## src/rtl/twowr_trap_pkg.sv

```systemverilog
package twowr_trap_pkg;

    localparam int unsigned DEC_W = 10;

    typedef enum logic [1:0] {
        EV_NONE   = 2'd0,
        EV_FIRST  = 2'd1,
        EV_SECOND = 2'd2
    } trap_ev_e;

    typedef struct packed {
        logic pend;
        logic pulse;
        logic sts;
    } seq_state_t;

endpackage

```

## src/rtl/twowr_trap_decode.sv

```systemverilog
module twowr_trap_decode #(
    parameter int unsigned ADDR_W = 16
) (
    input  logic [ADDR_W-1:0] addr,
    input  logic [3:0]        base_digit,
    output logic              hit
);
    import twowr_trap_pkg::*;

    localparam int unsigned N_FIXED = 3;
    localparam logic [DEC_W-1:0] FIXED_PORT [N_FIXED] = '{10'h388, 10'h38A, 10'h38B};
    localparam int unsigned N_NIB = 3;
    localparam logic [3:0] SER_NIB [N_NIB] = '{4'h0, 4'h2, 4'h8};

    logic             upper_zero;
    logic [DEC_W-1:0] low;
    logic [N_FIXED-1:0] fixed_hit;
    logic [N_NIB-1:0]   nib_hit;
    logic             series_hit;

    assign low = addr[DEC_W-1:0];

    generate
        if (ADDR_W > DEC_W) begin : g_upper
            assign upper_zero = (addr[ADDR_W-1:DEC_W] == '0);
        end else begin : g_no_upper
            assign upper_zero = 1'b1;
        end
        for (genvar i = 0; i < N_FIXED; i++) begin : g_fixed
            assign fixed_hit[i] = (low == FIXED_PORT[i]);
        end
        for (genvar j = 0; j < N_NIB; j++) begin : g_nib
            assign nib_hit[j] = (low[3:0] == SER_NIB[j]);
        end
    endgenerate

    always_comb begin
        series_hit = (low[9:8] == 2'b10) && (low[7:4] == base_digit) && (|nib_hit);
        hit        = upper_zero && ((|fixed_hit) || series_hit);
    end

endmodule

```

## src/rtl/twowr_trap_seq.sv

```systemverilog
module twowr_trap_seq (
    input  logic                      clk,
    input  logic                      rst_n,
    input  logic                      fp_en,
    input  logic                      io_wr,
    input  logic                      hit,
    input  logic                      sts_clr,
    output logic                      pending,
    output logic                      trap_pulse,
    output logic                      trap_sts,
    output twowr_trap_pkg::trap_ev_e  ev
);
    import twowr_trap_pkg::*;

    seq_state_t st_d, st_q;

    always_comb begin
        st_d       = st_q;
        st_d.pulse = 1'b0;
        ev         = EV_NONE;
        if (!fp_en) begin
            st_d.pend = 1'b0;
        end else if (io_wr && hit) begin
            if (!st_q.pend) begin
                st_d.pend = 1'b1;
                ev        = EV_FIRST;
            end else begin
                st_d.pend  = 1'b0;
                st_d.pulse = 1'b1;
                ev         = EV_SECOND;
            end
        end
        if (sts_clr) begin
            st_d.sts = 1'b0;
        end
        if (ev == EV_SECOND) begin
            st_d.sts = 1'b1;
        end
    end

    always_ff @(posedge clk or negedge rst_n) begin
        if (!rst_n) begin
            st_q <= '0;
        end else begin
            st_q <= st_d;
        end
    end

    assign pending    = st_q.pend;
    assign trap_pulse = st_q.pulse;
    assign trap_sts   = st_q.sts;

endmodule

```

## src/rtl/twowr_trap_capture.sv

```systemverilog
module twowr_trap_capture #(
    parameter int unsigned ADDR_W = 16,
    parameter int unsigned DATA_W = 8
) (
    input  logic                     clk,
    input  logic                     rst_n,
    input  twowr_trap_pkg::trap_ev_e ev,
    input  logic [ADDR_W-1:0]        addr,
    input  logic [DATA_W-1:0]        wdata,
    output logic [DATA_W-1:0]        cap_data,
    output logic [ADDR_W-1:0]        cap_addr,
    output logic                     first_a1
);
    import twowr_trap_pkg::*;

    typedef struct packed {
        logic [DATA_W-1:0] data;
        logic [ADDR_W-1:0] addr;
        logic              a1;
    } cap_t;

    cap_t cap_d, cap_q;

    always_comb begin
        cap_d = cap_q;
        case (ev)
            EV_FIRST: begin
                cap_d.data = wdata;
                cap_d.a1   = addr[1];
            end
            EV_SECOND: begin
                cap_d.data = wdata;
                cap_d.addr = addr;
            end
            default: ;
        endcase
    end

    always_ff @(posedge clk or negedge rst_n) begin
        if (!rst_n) begin
            cap_q <= '0;
        end else begin
            cap_q <= cap_d;
        end
    end

    assign cap_data = cap_q.data;
    assign cap_addr = cap_q.addr;
    assign first_a1 = cap_q.a1;

endmodule

```

## src/rtl/twowr_trap.sv

```systemverilog
module twowr_trap #(
    parameter int unsigned ADDR_W = 16,
    parameter int unsigned DATA_W = 8
) (
    input  logic              clk,
    input  logic              rst_n,
    input  logic              fp_en,
    input  logic              io_wr,
    input  logic [ADDR_W-1:0] io_addr,
    input  logic [DATA_W-1:0] io_wdata,
    input  logic [3:0]        base_digit,
    input  logic              sts_clr,
    output logic              trap_pulse,
    output logic              trap_sts,
    output logic              pending,
    output logic [DATA_W-1:0] cap_data,
    output logic [ADDR_W-1:0] cap_addr,
    output logic              first_a1
);
    import twowr_trap_pkg::*;

    logic     addr_hit;
    trap_ev_e ev;

    twowr_trap_decode #(.ADDR_W(ADDR_W)) u_decode (
        .addr       (io_addr),
        .base_digit (base_digit),
        .hit        (addr_hit)
    );

    twowr_trap_seq u_seq (
        .clk        (clk),
        .rst_n      (rst_n),
        .fp_en      (fp_en),
        .io_wr      (io_wr),
        .hit        (addr_hit),
        .sts_clr    (sts_clr),
        .pending    (pending),
        .trap_pulse (trap_pulse),
        .trap_sts   (trap_sts),
        .ev         (ev)
    );

    twowr_trap_capture #(.ADDR_W(ADDR_W), .DATA_W(DATA_W)) u_capture (
        .clk      (clk),
        .rst_n    (rst_n),
        .ev       (ev),
        .addr     (io_addr),
        .wdata    (io_wdata),
        .cap_data (cap_data),
        .cap_addr (cap_addr),
        .first_a1 (first_a1)
    );

endmodule

```

## config.mk

```make
export PLATFORM = sky130hd
export DESIGN_NAME = twowr_trap
export DESIGN_NICKNAME = d
export VERILOG_FILES = /design/src/rtl/twowr_trap_pkg.sv /design/src/rtl/twowr_trap_decode.sv /design/src/rtl/twowr_trap_seq.sv /design/src/rtl/twowr_trap_capture.sv /design/src/rtl/twowr_trap.sv
export SDC_FILE = /design/constraint.sdc
export NUM_CORES = 1
export LEC_CHECK = 0
export ABC_CLOCK_PERIOD_IN_PS = 3100
export BUFFER_PORTS_ARGS = -buffer_cell sky130_fd_sc_hd__buf_2
export CAP_MARGIN = 0
export CORE_MARGIN = 1
export CORE_UTILIZATION = 48
export DETAILED_ROUTE_END_ITERATION = 8
export GPL_TIMING_DRIVEN = 0
export PLACE_DENSITY = 0.83
export SLEW_MARGIN = 20
export SYNTH_ARGS = -nofsm -noshare
export SYNTH_HDL_FRONTEND = slang
export SYNTH_SLANG_ARGS = --single-unit
```

## constraint.sdc

```tcl
create_clock -name clk -period 3.1 [get_ports clk]
set_input_delay 0.465 -clock clk [delete_from_list [all_inputs] [get_ports clk]]
set_output_delay 0.465 -clock clk [all_outputs]
set_load 0.005 [all_outputs]
```

* Yosys cells after proc, flatten, opt, wreduce, memory -nomap -nowiden
Index checks and enable logic that the tools add are counted.
** Word-level totals
- RAM bits :: 0
- Latch bits :: 0
- Bits of input ports :: 33
- Flip-flop bits (word level) :: 28
- Word-level logic and storage cells :: 37
- Output and inout port bits :: 28
- Memories :: 0
- ROM bits :: 0
** Operators by class
- Magnitude comparators :: 0
- Mux-type cells :: 10
- Reduce and logical (&&, ||, !) cells :: 11
- Equality and inequality tests :: 10
- Shift operators :: 0
- $mul :: 0
- Bitwise logic cells :: 0
- Add/subtract/negate cells :: 0
- Div/mod/pow operators :: 0
** Operator list (count)
- $eq 10x10->1 const B :: 3
- $mux 2 :: 4
- $logic_not 6->1 :: 1
- $mux 1 :: 6
- $reduce_or 3->1 :: 2
- $eq 2x2->1 const B :: 2
- $eq 4x2->1 const B :: 1
- $eq 4x4->1 :: 1
- $eq 4x4->1 const B :: 1
- $logic_and 1x1->1 :: 4
- $logic_not 4->1 :: 1
- $eq 2x1->1 const B :: 1
- $ne 2x1->1 const B :: 1
- $reduce_bool 2->1 :: 1
- $reduce_or 2->1 :: 1
- $logic_or 1x1->1 :: 1

* Longest topological paths before layout
Gate-level depths: netlist (run 1).
- Word-level depth :: 10
- Gate-level depth with buffers :: 9
- Depth with buffers taken out :: 7

* Hierarchy
From an unflattened synthesis (run 1), not the netlist that was laid out.
** Unflattened totals
- Cell total of the unflattened synthesis :: 83
- Area, all modules :: 1253.7 um2
** By module, submodules not included
- twowr_trap_capture :: cells each 57, sequential area each 625.6 um2, area an instance 1013.5 um2, instances 1
- twowr_trap_seq :: cells each 13, sequential area each 75.1 um2, area an instance 138.9 um2, instances 1
- twowr_trap_decode :: cells each 13, sequential area each 0.0 um2, area an instance 101.3 um2, instances 1

* Worst setup path after synthesis (run 1)
No wires, ideal clock.
- Path kind :: input to register
- Start :: in io_addr[5]
- End :: reg u_capture.cap_q, in the netlist u_capture.cap_addr[10]
- Path slack :: 649 ps
- Buffers on the path :: 2
- Required time :: 2975 ps
- Setup time :: 125 ps
- Arrival time :: 2327 ps
- Cell stages on the path :: 8
- Path through :: nor4b_2 o2111ai_1 a211oi_2 and3_1 ha_1 clkbuf_1 buf_2 mux2_2
** Between the ends
- Word-level cells in the longest chain between the ends :: 9
- Elaborated cells on any way between the ends :: 13
- Those cells by class :: eq/ne (5); mux (2); reduce/logical (6)
** RTL lines
- start, declared :: RTL line twowr_trap.sv:9 : input logic [ADDR_W-1:0] io_addr,
- branches (longest 3 deep; another with $eq 10x10->1)
- $logic_or 1x1->1 * :: RTL line twowr_trap_decode.sv:39 : hit = upper_zero && ((|fixed_hit) || series_hit);
- $logic_and 1x1->1 * :: RTL line twowr_trap_decode.sv:39
- $logic_and 1x1->1 * :: RTL line twowr_trap_seq.sv:23 : end else if (io_wr && hit) begin
- $mux 2 * :: RTL line twowr_trap_seq.sv:23
- $mux 2 * :: RTL line twowr_trap_seq.sv:21 : if (!fp_en) begin
- $eq 2x2->1 * :: RTL line twowr_trap_capture.sv:26 : case (ev)
- end signal, assigned :: RTL line twowr_trap_capture.sv:43 : cap_q <= cap_d;
- end, declared :: RTL line twowr_trap_capture.sv:22 : cap_t cap_d, cap_q;
Mark *: on every way between the ends.
A chain may end at the register's enable or synchronous reset.

* Final worst setup path (run 1)
- Start :: in io_addr[5]
- End :: reg u_capture.cap_q, in the netlist u_capture.cap_addr[9]
Same word-level chain as after synthesis.

==> flow_summary_export.csv, run 1 <==
group,metric,value,unit
placed_design,hpwl,1.986,mm
yosys,synth_top_area_share,56.28,%
clock_network,cts_tree,"done",
critical_path,worst_path_most_repeated_cell,"buf_2",
floorplan,coreArea,0.002455,mm²
final_layout,syn_to_final_growth,30.05,%
detailed_routing,ant_nets,0,
timing,tns,0,ns
grt,grt_max_degree,29,
timing,fmax,382.0,MHz
floorplan,rows,18,
detailed_routing,drcViolationCount,0,
detailed_routing,vias,972,
grt,gr-usage-all-layers,19.67,%
final_layout,drive_above_1_share,59.74,%
placed_design,routabilityCongestion,0.7445,
clock_network,cts_resized,0,
critical_path,critPathCaptureType,"flop",
critical_path,rr_worst_depth,5,
timing,tightest_slew,0.6137,ns
yosys,ys_seq_elements,28,
critical_path,critPathArrivalTime,2.85,ns
floorplan,start_util,50.71,%
floorplan,pin_count,61,
power_and_ir_drop,leakage,0.9460,nW
critical_path,worstReg2RegStart,"u_seq.pending",
clock_network,cts_max_level,1,
critical_path,worstReg2RegEnd,"u_capture.cap_addr[9]",
job,maxCapViolations,0,
yosys,yosys.area.top_type,"dfrtp_1",
floorplan,die_w,52.93,µm
yosys,ys.warnings.count,0,
clock_network,clk_latency,0.33,ns
clock_network,cts_root_buffer,"clkbuf_4",
clock_network,cts_setup_buffers,0,
timing,timing.final.crit_period,2.618,ns
yosys,netlist_area,0.001245,mm²
timing,finClkSkew,0.002149,ns
timing,slew_headroom,59.08,%
final_layout,diodes,0,
final_layout,final_net_count,191,
yosys,ys_types,28,
yosys,yosysSeqAreaShare,56.28,%
critical_path,worstPathRequired,3.33,ns
timing,rsz0062_at_grt,"false",
detailed_routing,first_pass_iters,4,
yosys,netlist_top_cells_area,"dfrtp_1, mux2_2, ha_1",
critical_path,cpPeakStageDelay,0.37,ns
placed_design,numPortBuffers,60,
critical_path,crit_buf_inv,3,
critical_path,crit_type,"input port to flop",
grt,grt_pass1_vias,871,
timing,slew_viol_final,0,
clock_network,clk_pin_slew,0.15,ns
critical_path,critPathLaunchType,"input port",
grt,grt_pass1_wl,3.905,mm
clock_network,clock_sinks,28,
detailed_routing,drt-total-wl,2.575,mm
timing,final-hold-violation-count,0,
yosys,postSynthNetCount,126,
worst_hold_path,holdCritPathClass,"input port to asynchronous set/reset pin",
floorplan,die_y,52.93,µm
floorplan,dieArea,0.002801,mm²
critical_path,path_max_fanout,10,
timing,finalCritPeriodShare,84.44,%
yosys,netlist_instances,90,
clock_network,cts_buffers,3,
critical_path,crit_path_cell_trace,"buf_2 > nor4b_2 > o2111ai_1 > a211oi_2 > and3_1 > ha_1 > clkbuf_1 > buf_2 > mux2_2",
timing,setup_viol,0,
grt,antenna_found_initial,0,
critical_path,r2r_slack,1.13,ns
detailed_routing,wire_per_inst,13.99,µm
yosys,avgSynthCellArea,13.83,µm²
critical_path,crit_family,"buffers and inverters",
critical_path,crit_slowest_cell,"mux2_2",
clock_network,cts-hold-fix-buffers,0,
power_and_ir_drop,power.total,0.5921,mW
power_and_ir_drop,vdd_drop_max,0.2734,mV
detailed_routing,drt_iter0_markers,6,
detailed_routing,via_per_inst,5.283,
clock_network,cts_max_path_buffers,2,
power_and_ir_drop,pwr_density_cell,365.7,mW/mm²
grt,grt.overflow.total,0,
outcome,status,"complete, no violations",
-- per-layer routing --
layer  share of wire [%]  up-vias  GRT usage, %
met5                   0        -             0
met4                0.66        0         7.018
met3                 6.7        2         4.023
met2                  53       41         34.60
met1                  39      474         23.52
li1                    -      455             -
-- final cells by class --
cell class	instances	area, µm²
multi-input combinational	56	520.5
inverter	3	11.26
tap	30	37.54
timing repair buffer	60	300.3
clock buffer	4	36.28
sequential	28	700.7
buffer	3	12.51
fill	213	835.8
-- layout by cell type (no fill, tap or decap), drive strengths merged --
| cell | netlist | final |
|---|---|---|
| buf | 1 | 61 |
| dfrtp | 28 | 28 |
| mux2 | 25 | 25 |
| clkbuf | 2 | 6 |
| inv | 3 | 3 |
| nand2 | 3 | 3 |
| ha | 3 | 3 |
| xnor2 | 2 | 2 |
| xor2 | 2 | 2 |
| nor2 | 2 | 2 |
| nand3b | 2 | 2 |
| a211oi | 2 | 2 |
| nor4b | 1 | 1 |
| o2111ai | 1 | 1 |
| nand4 | 1 | 1 |
| nor4 | 1 | 1 |
| and3b | 1 | 1 |
| and3 | 1 | 1 |
| nand3 | 1 | 1 |
| a21o | 1 | 1 |
| nand2b | 1 | 1 |
| o21ai | 1 | 1 |
| a2111oi | 1 | 1 |
| nor3b | 1 | 1 |
| nor3 | 1 | 1 |
| a31oi | 1 | 1 |
| mux2i | 1 | 1 |
-- cells by family after synthesis --
family                   count (synthesis)  synth area share [%]
multiplexers                            26                 23.42
flip-flops                              28                 56.28
adder cells (fa/ha/maj)                  3                 3.015
AND/OR/NAND/NOR                         16                 8.041
buffers and inverters                    6                 1.909
XOR/XNOR                                 4                 2.815
AO/OA/AOI/OAI                            7                 4.523
-- flip-flops by register name, summed over array words and instances, names as in the netlist --
register            cells
u_capture.cap_addr     16
u_capture.cap_data      8
u_capture.first_a1      1
u_seq.pending           1
u_seq.trap_pulse        1
u_seq.trap_sts          1
-- cells in the mapped netlist --
cell and n:
nor4b_2 1, clkbuf_1 2, nor4_1 1, o2111ai_1 1
buf_2 1, o21ai_0 1, nand3b_1 2, xor2_1 2
nor3_1 1, and3b_1 1, inv_1 3, nand3_1 1
nand2b_1 1, nor3b_1 1, nor2_1 2, xnor2_1 2
a2111oi_0 1, a211oi_1 1, and3_1 1, mux2i_1 1
nand4_1 1, a21o_1 1, mux2_2 25, ha_1 3
nand2_1 3, a31oi_1 1, dfrtp_1 28, a211oi_2 1
-- power breakdown --
| group | switching, mW | internal, mW | total, mW |
|---|---|---|---|
| logic | 0.0254 | 0.0208 | 0.0462 |
| clock network | 0.108 | 0.0719 | 0.180 |
| registers | 0.0000640 | 0.365 | 0.366 |
| total | 0.134 | 0.458 | 0.592 |
-- how the worst max path moves through the flow --
stage	cells past startpoint	slack [ns]	endpoint	start
final	9	0.48	u_capture.cap_addr[9]	io_addr[5]
after floorplan	8	0.65	u_capture.cap_addr[10]	io_addr[5]
after detailed placement	9	0.12	u_capture.cap_addr[13]	io_addr[5]
after global routing	10	0.34	u_capture.cap_addr[10]	io_addr[4]
after CTS	9	0.48	u_capture.cap_addr[13]	io_addr[5]
after global placement	9	0.19	u_capture.cap_addr[10]	io_addr[5]
-- metrics by stage --
stage / hold slack [ns] / utilization (%) / cells / area, µm² / setup slack [ns]
after CTS: 0.1451 / 65.95 / 184 / 1619 / 0.4813
after detailed placement: 0.4900 / 64.48 / 180 / 1583 / 0.1218
after global placement: 0.4575 / 64.48 / 180 / 1583 / 0.1878
final: 0.1217 / 65.95 / 184 / 1619 / 0.4824
after floorplan: 0.1694 / - / 90 / 1245 / 0.6485
after global routing: 0.1654 / 65.95 / 184 / 1619 / 0.3416
Power figures use the tool's default switching activity.
==> run 2, diff against run 1 <==
--- a/config.mk
+++ b/config.mk
@@ -5,14 +5,14 @@
 export SDC_FILE = /design/constraint.sdc
 export NUM_CORES = 1
 export LEC_CHECK = 0
-export ABC_CLOCK_PERIOD_IN_PS = 3100
+export ABC_CLOCK_PERIOD_IN_PS = 2100
 export BUFFER_PORTS_ARGS = -buffer_cell sky130_fd_sc_hd__buf_2
 export CAP_MARGIN = 0
 export CORE_MARGIN = 1
-export CORE_UTILIZATION = 48
+export CORE_UTILIZATION = 40
 export DETAILED_ROUTE_END_ITERATION = 8
 export GPL_TIMING_DRIVEN = 0
-export PLACE_DENSITY = 0.83
+export PLACE_DENSITY = 0.74
 export SLEW_MARGIN = 20
 export SYNTH_ARGS = -nofsm -noshare
 export SYNTH_HDL_FRONTEND = slang
==> constraint.sdc (replaced) <==
create_clock -name clk -period 2.1 [get_ports clk]
set_input_delay 0.315 -clock clk [delete_from_list [all_inputs] [get_ports clk]]
set_output_delay 0.315 -clock clk [all_outputs]
set_load 0.005 [all_outputs]
==> run 2 against run 1 <==
Against the previous run: the flow now finishes with violations (design-rule violations); worst setup slack got worse by 0.36 ns; cell area rose by 3.2%; hold slack improved by 0.091 ns; largest cell class unchanged; highest routed layer unchanged.
==> flow_summary_export.csv, run 2 (synthesized netlist as in run 1, its figures left out) <==
group,metric,value,unit
outcome,status,"finished, violations left",
outcome,violations,"design-rule violations",
critical_path,cpPeakStageDelay,0.33,ns
critical_path,worstPathRequired,2.32,ns
power_and_ir_drop,clkPwrFrac,29.7,%
clock_network,cts_max_level,1,
clock_network,cts_buffers,3,
final_layout,syn_to_final_growth,34.17,%
floorplan,die_w,57.79,µm
timing,fmax,505.7,MHz
final_layout,final_net_count,192,
power_and_ir_drop,netSwitchingFraction,22.08,%
placed_design,routabilityCongestion,0.8251,
floorplan,die_y,57.79,µm
detailed_routing,drcViolationCount,2,
grt,use_met3,3.125,%
detailed_routing,wire_per_inst,13.78,µm
power_and_ir_drop,switchingPower,0.1921,mW
final_layout,diodes,0,
final_layout,drive_above_1_share,61.94,%
detailed_routing,first_pass_iters,6,
critical_path,crit_type,"input port to flop",
final_layout,largest_reg_flops,16,
placed_design,hpwl,1.988,mm
placed_design,dpl_cell_area,0.001602,mm²
grt,use_met2,28.41,%
clock_network,cts_root_buffer,"clkbuf_4",
timing,timing.final.crit_period,1.977,ns
final_layout,finalInstanceArea,0.001670,mm²
critical_path,critPathCaptureType,"flop",
power_and_ir_drop,vdd_drop_max,0.3687,mV
critical_path,r2r_slack,0.59,ns
timing,final-hold-violation-count,0,
clock_network,clk_pin_slew,0.15,ns
grt,gr-usage-all-layers,16.22,%
grt,grt.overflow.total,0,
floorplan,dieArea,0.003340,mm²
timing,finalCritPeriodShare,94.16,%
critical_path,path_max_fanout,8,
job,maxCapViolations,0,
timing,finClkSkew,0.001850,ns
clock_network,clk_latency,0.32,ns
timing,slew_headroom,58.91,%
grt,grt_pass1_wl,4.167,mm
grt,grt_max_degree,29,
critical_path,crit_path_cell_trace,"buf_2 > nor4b_4 > o2111ai_2 > a211oi_2 > buf_4 > nand3_1 > ha_1 > buf_6 > mux2_2",
floorplan,coreArea,0.002853,mm²
detailed_routing,ant_nets,0,
grt,busiest_layer,"met2",
timing,fin_ws,0.1226,ns
floorplan,pin_count,61,
detailed_routing,drt-total-wl,2.563,mm
final_layout,layout_common_cells,"buf_2, dfrtp_1, mux2_2",
worst_hold_path,holdCritPathClass,"input port to flop",
placed_design,numPortBuffers,60,
timing,slew_viol_final,0,
detailed_routing,via_per_inst,5.005,
clock_network,cts_tree,"done",
floorplan,start_util,43.64,%
final_layout,final_util,58.55,%
grt,antenna_found_initial,0,
critical_path,critPathArrivalTime,2.20,ns
detailed_routing,vias,931,
critical_path,crit_slowest_cell,"mux2_2",
power_and_ir_drop,pwr-share-comb,8.3,%
clock_network,cts_max_path_buffers,2,
grt,grt_pass1_vias,964,
placed_design,dp.cells,181,
timing,setup_viol,0,
clock_network,clock_sinks,28,
critical_path,crit_buf_inv,3,
final_layout,final_common_cell,"buf_2",
power_and_ir_drop,pwr-share-seq,62.0,%
placed_design,place_ws,-0.4006,ns
final_layout,fin_cells,186,
critical_path,crit_family,"compound AO/OA/AOI/OAI gates",
detailed_routing,drt_iter0_markers,14,
timing,tightest_slew,0.6163,ns
power_and_ir_drop,p_int,0.6781,mW
timing,hold_slack,0.2125,ns
floorplan,rows,19,
grt,grt_use_met1,20.79,%
critical_path,critPathLaunchType,"input port",
power_and_ir_drop,pwr_density_cell,521.0,mW/mm²
power_and_ir_drop,leakage,0.9640,nW
timing,rsz0062_at_grt,"false",
run 2: changes by cell type in the layout (fill, tap and decap cells not counted), sizes merged:
cell | previous run | this run
clkbuf | 6 | 5
dlygate4sd3 | 0 | 1
buf | 61 | 62
run 2: metrics by stage:
| step | TNS, ns | total power [mW] |
|---|---|---|
| 2_1_floorplan | -0.2351 | 0.5652 |
| 3_3_place_gp | -7.350 | 0.6145 |
| 3_5_place_dp | -7.597 | 0.6179 |
| 4_1_cts | 0 | 0.8858 |
| 5_1_grt | 0 | 0.9164 |
| 6_report | 0 | 0.8703 |
run 2: layout make-up:
| type | instances | area [µm²] |
|---|---|---|
| plain buffers | 2 | 25.02 |
| clock buffers | 4 | 36.28 |
| inverters | 3 | 11.26 |
| fillers | 257 | 1182 |
| well taps | 31 | 38.79 |
| flip-flops and latches | 28 | 700.7 |
| multi-input cells | 56 | 540.5 |
| repair buffers | 62 | 317.8 |
run 2: worst reg2reg max path, cell delays in order, from the launching register on:
cell and delay, ns:
dfrtp_1 0.46, and3b_1 0.21, ha_1 0.29, buf_6 0.13
mux2_2 0.33
run 2: path summary, 6_finish.rpt:
path	start	end	cells past startpoint
max	io_addr[6]	u_capture.cap_data[1]	9
min	io_wdata[3]	u_capture.cap_data[3]	2
max reg2reg	u_seq.pending	u_capture.cap_data[1]	4
min reg2reg	u_seq.trap_sts	u_seq.trap_sts	1
max in group asynchronous	rst_n	u_capture.first_a1	2
min in group asynchronous	rst_n	u_seq.trap_pulse	2
run 2: layer usage:
metal	part of all wire, %	wire length (µm)
met3	5.7	146
met4	0.39	10
met5	0	0
met1	41	1057
met2	53	1348
run 2: repair_timing:
item                                   4_1_cts  5_1_grt
setup buffers                                1        0
hold buffers                                 1        0
cloned                                       0        0
pin swaps                                    1        5
endpoints found under the hold margin       28        0
gates resized for setup                      0        7
setup endpoints to repair                   10       18
run 2: power groups by stage:
stage,Clock [mW],Sequential [mW],Combinational [mW]
CTS,0.276,0.540,0.0701
finish,0.259,0.540,0.0720
global route,0.295,0.540,0.0811
detailed placement,0,0.550,0.0682
floorplan,0,0.550,0.0153
global placement,0,0.550,0.0649
